### config.mk
export PLATFORM = sky130hd
export DESIGN_NAME = fir_mac_engine
export DESIGN_NICKNAME = d
export VERILOG_FILES = /design/src/rtl/fir_pkg.sv /design/src/rtl/fir_agu.sv /design/src/rtl/fir_ctrl.sv /design/src/rtl/fir_mac.sv /design/src/rtl/fir_mac_engine.sv
export SDC_FILE = /design/constraint.sdc
export NUM_CORES = 1
export LEC_CHECK = 0
export BUFFER_PORTS_ARGS = -buffer_cell sky130_fd_sc_hd__buf_4
export CORE_AREA = 2 2 192 147
export CTS_CLUSTER_DIAMETER = 30
export DETAILED_ROUTE_END_ITERATION = 8
export DIE_AREA = 0 0 194 149
export PLACE_DENSITY = 0.79
export SYNTH_ARGS = -nofsm -noshare
export SYNTH_HDL_FRONTEND = slang
export SYNTH_SLANG_ARGS = --single-unit
### constraint.sdc
create_clock -name clk -period 10.6 [get_ports clk]
set_clock_uncertainty 0.05 [all_clocks]
set_input_delay 1.06 -clock clk [delete_from_list [all_inputs] [get_ports clk]]
set_output_delay 1.06 -clock clk [all_outputs]
set_load 0.1 [all_outputs]
### src/rtl/fir_pkg.sv
package fir_pkg;
   typedef enum logic [1:0] {
      ST_IDLE,
      ST_FETCH,
      ST_LOAD,
      ST_RUN
   } fir_state_e;
endpackage

### src/rtl/fir_agu.sv
// Modulo address unit: loads a base, then steps up or down by one with wrap.
module fir_agu #(
   parameter int DEPTH = 8,
   parameter bit DOWN  = 1'b0,
   localparam int AW   = (DEPTH > 1) ? $clog2(DEPTH) : 1
) (
   input  logic          clk,
   input  logic          rst_n,
   input  logic          load,
   input  logic [AW-1:0] load_val,
   input  logic          step,
   output logic [AW-1:0] addr
);
   logic [AW-1:0] nxt;

   generate
      if (DEPTH < 2) begin : g_bad_depth
         $error("fir_agu: DEPTH must be at least 2");
      end
      if ((DEPTH & (DEPTH - 1)) == 0) begin : g_pow2
         // binary rollover already wraps modulo DEPTH
         always_comb nxt = DOWN ? addr - AW'(1) : addr + AW'(1);
      end else begin : g_cmp
         localparam logic [AW-1:0] TOP = AW'(DEPTH - 1);
         always_comb begin
            if (DOWN) nxt = (addr == '0) ? TOP : addr - AW'(1);
            else      nxt = (addr == TOP) ? '0 : addr + AW'(1);
         end
      end
   endgenerate

   always_ff @(posedge clk) begin
      if (!rst_n)    addr <= '0;
      else if (load) addr <= load_val;
      else if (step) addr <= nxt;
   end

   p_addr_bound_r8: assert property (@(posedge clk) disable iff (!rst_n)
      32'(addr) < DEPTH);
endmodule

### src/rtl/fir_ctrl.sv
// Sequencer: accept start, two preload cycles, TAPS accumulate cycles, done.
module fir_ctrl import fir_pkg::*; #(
   parameter int TAPS = 8
) (
   input  logic clk,
   input  logic rst_n,
   input  logic start,
   output logic addr_load,
   output logic addr_step,
   output logic acc_clr,
   output logic op_load,
   output logic acc_en,
   output logic acc_last,
   output logic busy,
   output logic done
);
   localparam int CW = $clog2(TAPS);

   fir_state_e    state;
   logic [CW-1:0] cnt;
   logic          last_cnt;

   assign last_cnt  = (cnt == CW'(TAPS - 1));
   assign addr_load = (state == ST_IDLE) && start;
   assign acc_clr   = addr_load;
   assign addr_step = (state != ST_IDLE);
   assign op_load   = (state == ST_LOAD);
   assign acc_en    = (state == ST_RUN);
   assign acc_last  = (state == ST_RUN) && last_cnt;
   assign busy      = (state != ST_IDLE);

   always_ff @(posedge clk) begin
      if (!rst_n) begin
         state <= ST_IDLE;
         cnt   <= '0;
         done  <= 1'b0;
      end else begin
         done <= acc_last;
         case (state)
            ST_IDLE:  if (start) state <= ST_FETCH;
            ST_FETCH: state <= ST_LOAD;
            ST_LOAD: begin
               state <= ST_RUN;
               cnt   <= '0;
            end
            ST_RUN: begin
               if (last_cnt) state <= ST_IDLE;
               else          cnt   <= cnt + CW'(1);
            end
            default: state <= ST_IDLE;
         endcase
      end
   end

   p_done_once_r5: assert property (@(posedge clk) disable iff (!rst_n)
      done |=> !done);
   p_run_uninterrupted_r6: assert property (@(posedge clk) disable iff (!rst_n)
      (state == ST_RUN && !last_cnt) |=> (state == ST_RUN));
endmodule

### src/rtl/fir_mac.sv
// Operand registers, signed multiplier, wide accumulator and result register.
module fir_mac #(
   parameter int  W     = 16,
   parameter int  TAPS  = 8,
   localparam int ACC_W = 2 * W + $clog2(TAPS)
) (
   input  logic             clk,
   input  logic             rst_n,
   input  logic             clr,
   input  logic             op_load,
   input  logic             acc_en,
   input  logic             last,
   input  logic [W-1:0]     coef_in,
   input  logic [W-1:0]     smp_in,
   output logic [ACC_W-1:0] result
);
   logic signed [W-1:0]     op_c, op_s;
   logic signed [2*W-1:0]   prod;
   logic signed [ACC_W-1:0] acc, sum;

   assign prod = op_c * op_s;
   assign sum  = acc + {{(ACC_W - 2*W){prod[2*W-1]}}, prod};

   always_ff @(posedge clk) begin
      if (!rst_n) begin
         op_c   <= '0;
         op_s   <= '0;
         acc    <= '0;
         result <= '0;
      end else begin
         if (op_load || acc_en) begin
            op_c <= coef_in;
            op_s <= smp_in;
         end
         if (clr)         acc <= '0;
         else if (acc_en) acc <= sum;
         if (last) result <= sum;
      end
   end
endmodule

### src/rtl/fir_mac_engine.sv
module fir_mac_engine import fir_pkg::*; #(
   parameter int  DATA_W = 16,
   parameter int  TAPS   = 8,
   localparam int AW     = $clog2(TAPS),
   localparam int ACC_W  = 2 * DATA_W + $clog2(TAPS)
) (
   input  logic              clk,
   input  logic              rst_n,
   input  logic              start,
   input  logic              wr_en,
   input  logic [DATA_W-1:0] wr_data,
   output logic              mem_we,
   output logic [AW-1:0]     mem_waddr,
   output logic [DATA_W-1:0] mem_wdata,
   output logic [AW-1:0]     coef_raddr,
   input  logic [DATA_W-1:0] coef_rdata,
   output logic [AW-1:0]     smp_raddr,
   input  logic [DATA_W-1:0] smp_rdata,
   output logic              busy,
   output logic              done,
   output logic [ACC_W-1:0]  y_out
);
   generate
      if (TAPS < 2) begin : g_bad_taps
         $error("fir_mac_engine: TAPS must be at least 2");
      end
      if (DATA_W < 2) begin : g_bad_width
         $error("fir_mac_engine: DATA_W must be at least 2");
      end
   endgenerate

   logic          addr_load, addr_step, acc_clr, op_load, acc_en, acc_last;
   logic [AW-1:0] wptr, newest;

   assign newest    = (wptr == '0) ? AW'(TAPS - 1) : wptr - AW'(1);
   assign mem_we    = wr_en;
   assign mem_waddr = wptr;
   assign mem_wdata = wr_data;

   fir_agu #(.DEPTH(TAPS), .DOWN(1'b0)) u_wptr (
      .clk(clk), .rst_n(rst_n), .load(1'b0), .load_val('0),
      .step(wr_en), .addr(wptr));

   fir_agu #(.DEPTH(TAPS), .DOWN(1'b0)) u_coef_agu (
      .clk(clk), .rst_n(rst_n), .load(addr_load), .load_val('0),
      .step(addr_step), .addr(coef_raddr));

   fir_agu #(.DEPTH(TAPS), .DOWN(1'b1)) u_smp_agu (
      .clk(clk), .rst_n(rst_n), .load(addr_load), .load_val(newest),
      .step(addr_step), .addr(smp_raddr));

   fir_ctrl #(.TAPS(TAPS)) u_ctrl (
      .clk(clk), .rst_n(rst_n), .start(start),
      .addr_load(addr_load), .addr_step(addr_step), .acc_clr(acc_clr),
      .op_load(op_load), .acc_en(acc_en), .acc_last(acc_last),
      .busy(busy), .done(done));

   fir_mac #(.W(DATA_W), .TAPS(TAPS)) u_mac (
      .clk(clk), .rst_n(rst_n), .clr(acc_clr), .op_load(op_load),
      .acc_en(acc_en), .last(acc_last), .coef_in(coef_rdata),
      .smp_in(smp_rdata), .result(y_out));

   p_wptr_wrap_r2: assert property (@(posedge clk) disable iff (!rst_n)
      (mem_we && mem_waddr == AW'(TAPS - 1)) |=> (mem_waddr == '0));
   p_y_hold_r7: assert property (@(posedge clk) disable iff (!rst_n)
      !done |-> $stable(y_out));
   p_done_idle_r5: assert property (@(posedge clk) disable iff (!rst_n)
      done |-> !busy);
endmodule

==> qor.yml <==
grt_pass1_wl_mm: 64.0
worstPathMaxFanout: 17
grt_pass1_vias: 12958
whs_ns: 0.403
setup_violations: 0
hp-start: "u_mac.result[7]"
grt_overflow: 0
finalSetupTns_ns: 0
max_stage_delay_ns: 0.83
reg2reg_from: "u_mac.op_c[10]"
antenna_found_initial: 0
async_flop_share_pct: 0
num_rows: 53
cp_slowest_cell: "dfxtp_1"
vias: 12403
drive_gt1_share_pct: 7.43
io_pins: 115
dp_hpwl_mm: 29.4
wire_per_inst_um: 17.1
setup.worst_path.end_class: "register"
stdcell_count: 2215
syn_area_um2: 16100
maxCapViolations: 0
cp.arrival_ns: 9.46
synth_edf_count: 0
finalHoldViolCount: 0
diodes: 0
ys_types: 69
ys_warn_count: 0
final_antenna_net_count: 0
drt-total-wl_mm: 37.8
powerDensity_nw_per_um2: 145
cp.required_ns: 10.91
syn-num-nets: 2274
insertion_delay_ns: 0.44
avgViaCountPerCell: 5.60
final.period_utilization_pct: 86.3
r2r.worst_path.cells: 29
tritoncts: "built"
cts-root-buf: "clkbuf_16"
area_growth_pct: 8.30
final_net_count: 2291
synthCells: 1829
cts_made_buffers: 17
path_class: "register to register"
dp.cells: 2184
post-route-min-period_ns: 9.15
ys_seq_elements: 117
worst-slew-pin-transition_ns: 1.10
min_path_type: "register to register"
drc: 0
rsz0062_at_grt: "no"
grt_start_max_net_pins: 73
yosysSeqAreaShare_pct: 14.6
critical_path.most_common_cell: "fa_1"
core_um2: 27300
dp_slack_ns: 1.67
die_h_um: 149
grt_use_total_pct: 27.8
die_w_um: 194
cts.clk_slew.worst_paths_ns: 0.06
finalWorstSetupSlack_ns: 1.45
max_freq_ghz: 0.109
grt_use_met3_pct: 5.36
status: "completed"
dieArea_um2: 28900
power_leakage_nw: 8.75
syn_area_per_cell_um2: 8.78
ctsResizeCount: 0
port_buffers: 82
worst_slew_margin_rel_pct: 26.4
grt_use_met2_pct: 46.1
n_fill_cell: 2345
grt.busiest_layer: "met2"
layout_common_cells: "inv_1, fa_1, nand2_1, ha_1, and2_1"
cts_setup_buffers: 0
cp-startpoint: "u_mac.op_c[10]"
stdcell_area_um2: 17400
cp-start-kind: "register"
final_util_pct: 63.7
dpl_cell_area_um2: 16800
drt_iter0_markers: 854
cts-htree-levels: 4
ys.flop_type: "dfxtp_1"
power_mw: 2.53
clock_path_buffers: 2
drv_slew: 0
peakVddDrop_v: 0.000153
cts_hold_buf: 0
final_common_cell: "inv_1"
cts.sinks: 117
drt_pass1_iterations: 5
routabilityCongestion: 0.949
grt.met1_usage_pct: 37.4
hold_depth: 2
initial_core_util_pct: 58.8
[synthesized netlist by cell type (all sizes together) (3+ instances only)]
library cell	instances	area [µm²]
nor3	8	40.0
or3	9	56.3
o21a	12	90.1
nand4	8	50.1
o21bai	8	60.1
nor3b	3	22.5
a211o	3	26.3
ha	130	1630
inv	318	1190
xnor2	49	437
clkbuf	66	248
a31oi	6	43.8
buf	24	155
nand2b	11	68.8
a21o	29	218
nand3b	10	75.1
mux2i	35	350
and3	6	37.5
fa	263	5270
nand2	254	953
nand3	24	120
o21ai	31	155
o22ai	3	32.5
nor2	89	334
and2	123	769
xor2	19	166
dfxtp	117	2340
a211oi	15	118
a21oi	101	509
nor2b	11	76.3
or2	3	18.8
o31ai	4	43.8
a31o	3	26.3
o211ai	3	22.5
[flip-flops by register name, summed over array words and instances (netlist names)]
register and count:
u_ctrl.done 1, u_smp_agu.addr 3, u_ctrl.state 2, u_mac.acc 35, u_ctrl.cnt 3, u_coef_agu.addr 3, u_mac.op_s 16, u_wptr.addr 3
u_mac.result 35, u_mac.op_c 16
[logic make-up (layout without fill, tap and decap cells)]
kind of cell               after synthesis  count (layout)  synth area share (%)
AOI/OAI and AO/OA                      239             239                  9.70
xor gates and xnor gates                69              69                  3.90
adders and majority gates              393             393                  42.9
buffers and inverters                  408             437                  9.94
DFF                                    117             117                  14.6
muxes                                   36              36                  2.25
and+or+nand+nor                        567             567                  16.7
[cell type report]
| cell class | instances | area, µm² | share of cell area (%) |
|---|---|---|---|
| clock buffer | 19 | 443 | 2.55 |
| clock inverter | 12 | 180 | 1.04 |
| inverter | 318 | 1190 | 6.86 |
| multi-input combinational | 1304 | 12100 | 69.7 |
| sequential | 117 | 2340 | 13.5 |
| tap | 357 | 447 | 2.57 |
| timing repair buffer | 88 | 661 | 3.80 |
[critical path, delay by kind of cell, from the launching register on]
kind / cells / cell delay (ns)
muxes: 2 / 0.40
xor gates and xnor gates: 1 / 0.08
and+or+nand+nor: 7 / 1.41
DFF: 1 / 0.83
adders and majority gates: 8 / 3.79
buffers and inverters: 3 / 0.15
AOI/OAI and AO/OA: 8 / 2.36
[where the power goes]
part	total [mW]	switching (mW)	leakage [nW]	internal [mW]
sequential	0.688	0.199	0.947	0.489
clock	0.627	0.229	0.299	0.398
combinational	1.21	0.753	7.50	0.461
total	2.53	1.18	8.75	1.35
[worst paths after layout]
path                     end  slack (ns)
max            u_mac.acc[34]        1.45
min          u_mac.result[7]        0.40
max reg2reg    u_mac.acc[34]        1.45
min reg2reg  u_mac.result[7]        0.40
[per-layer routing]
metal / routed length, µm / vias up
li1: - / 5724
met1: 16300 / 6219
met2: 18300 / 396
met3: 2350 / 64
met4: 832 / 0
met5: 0 / -
Note: power is estimated with default switching activity, not from simulation.
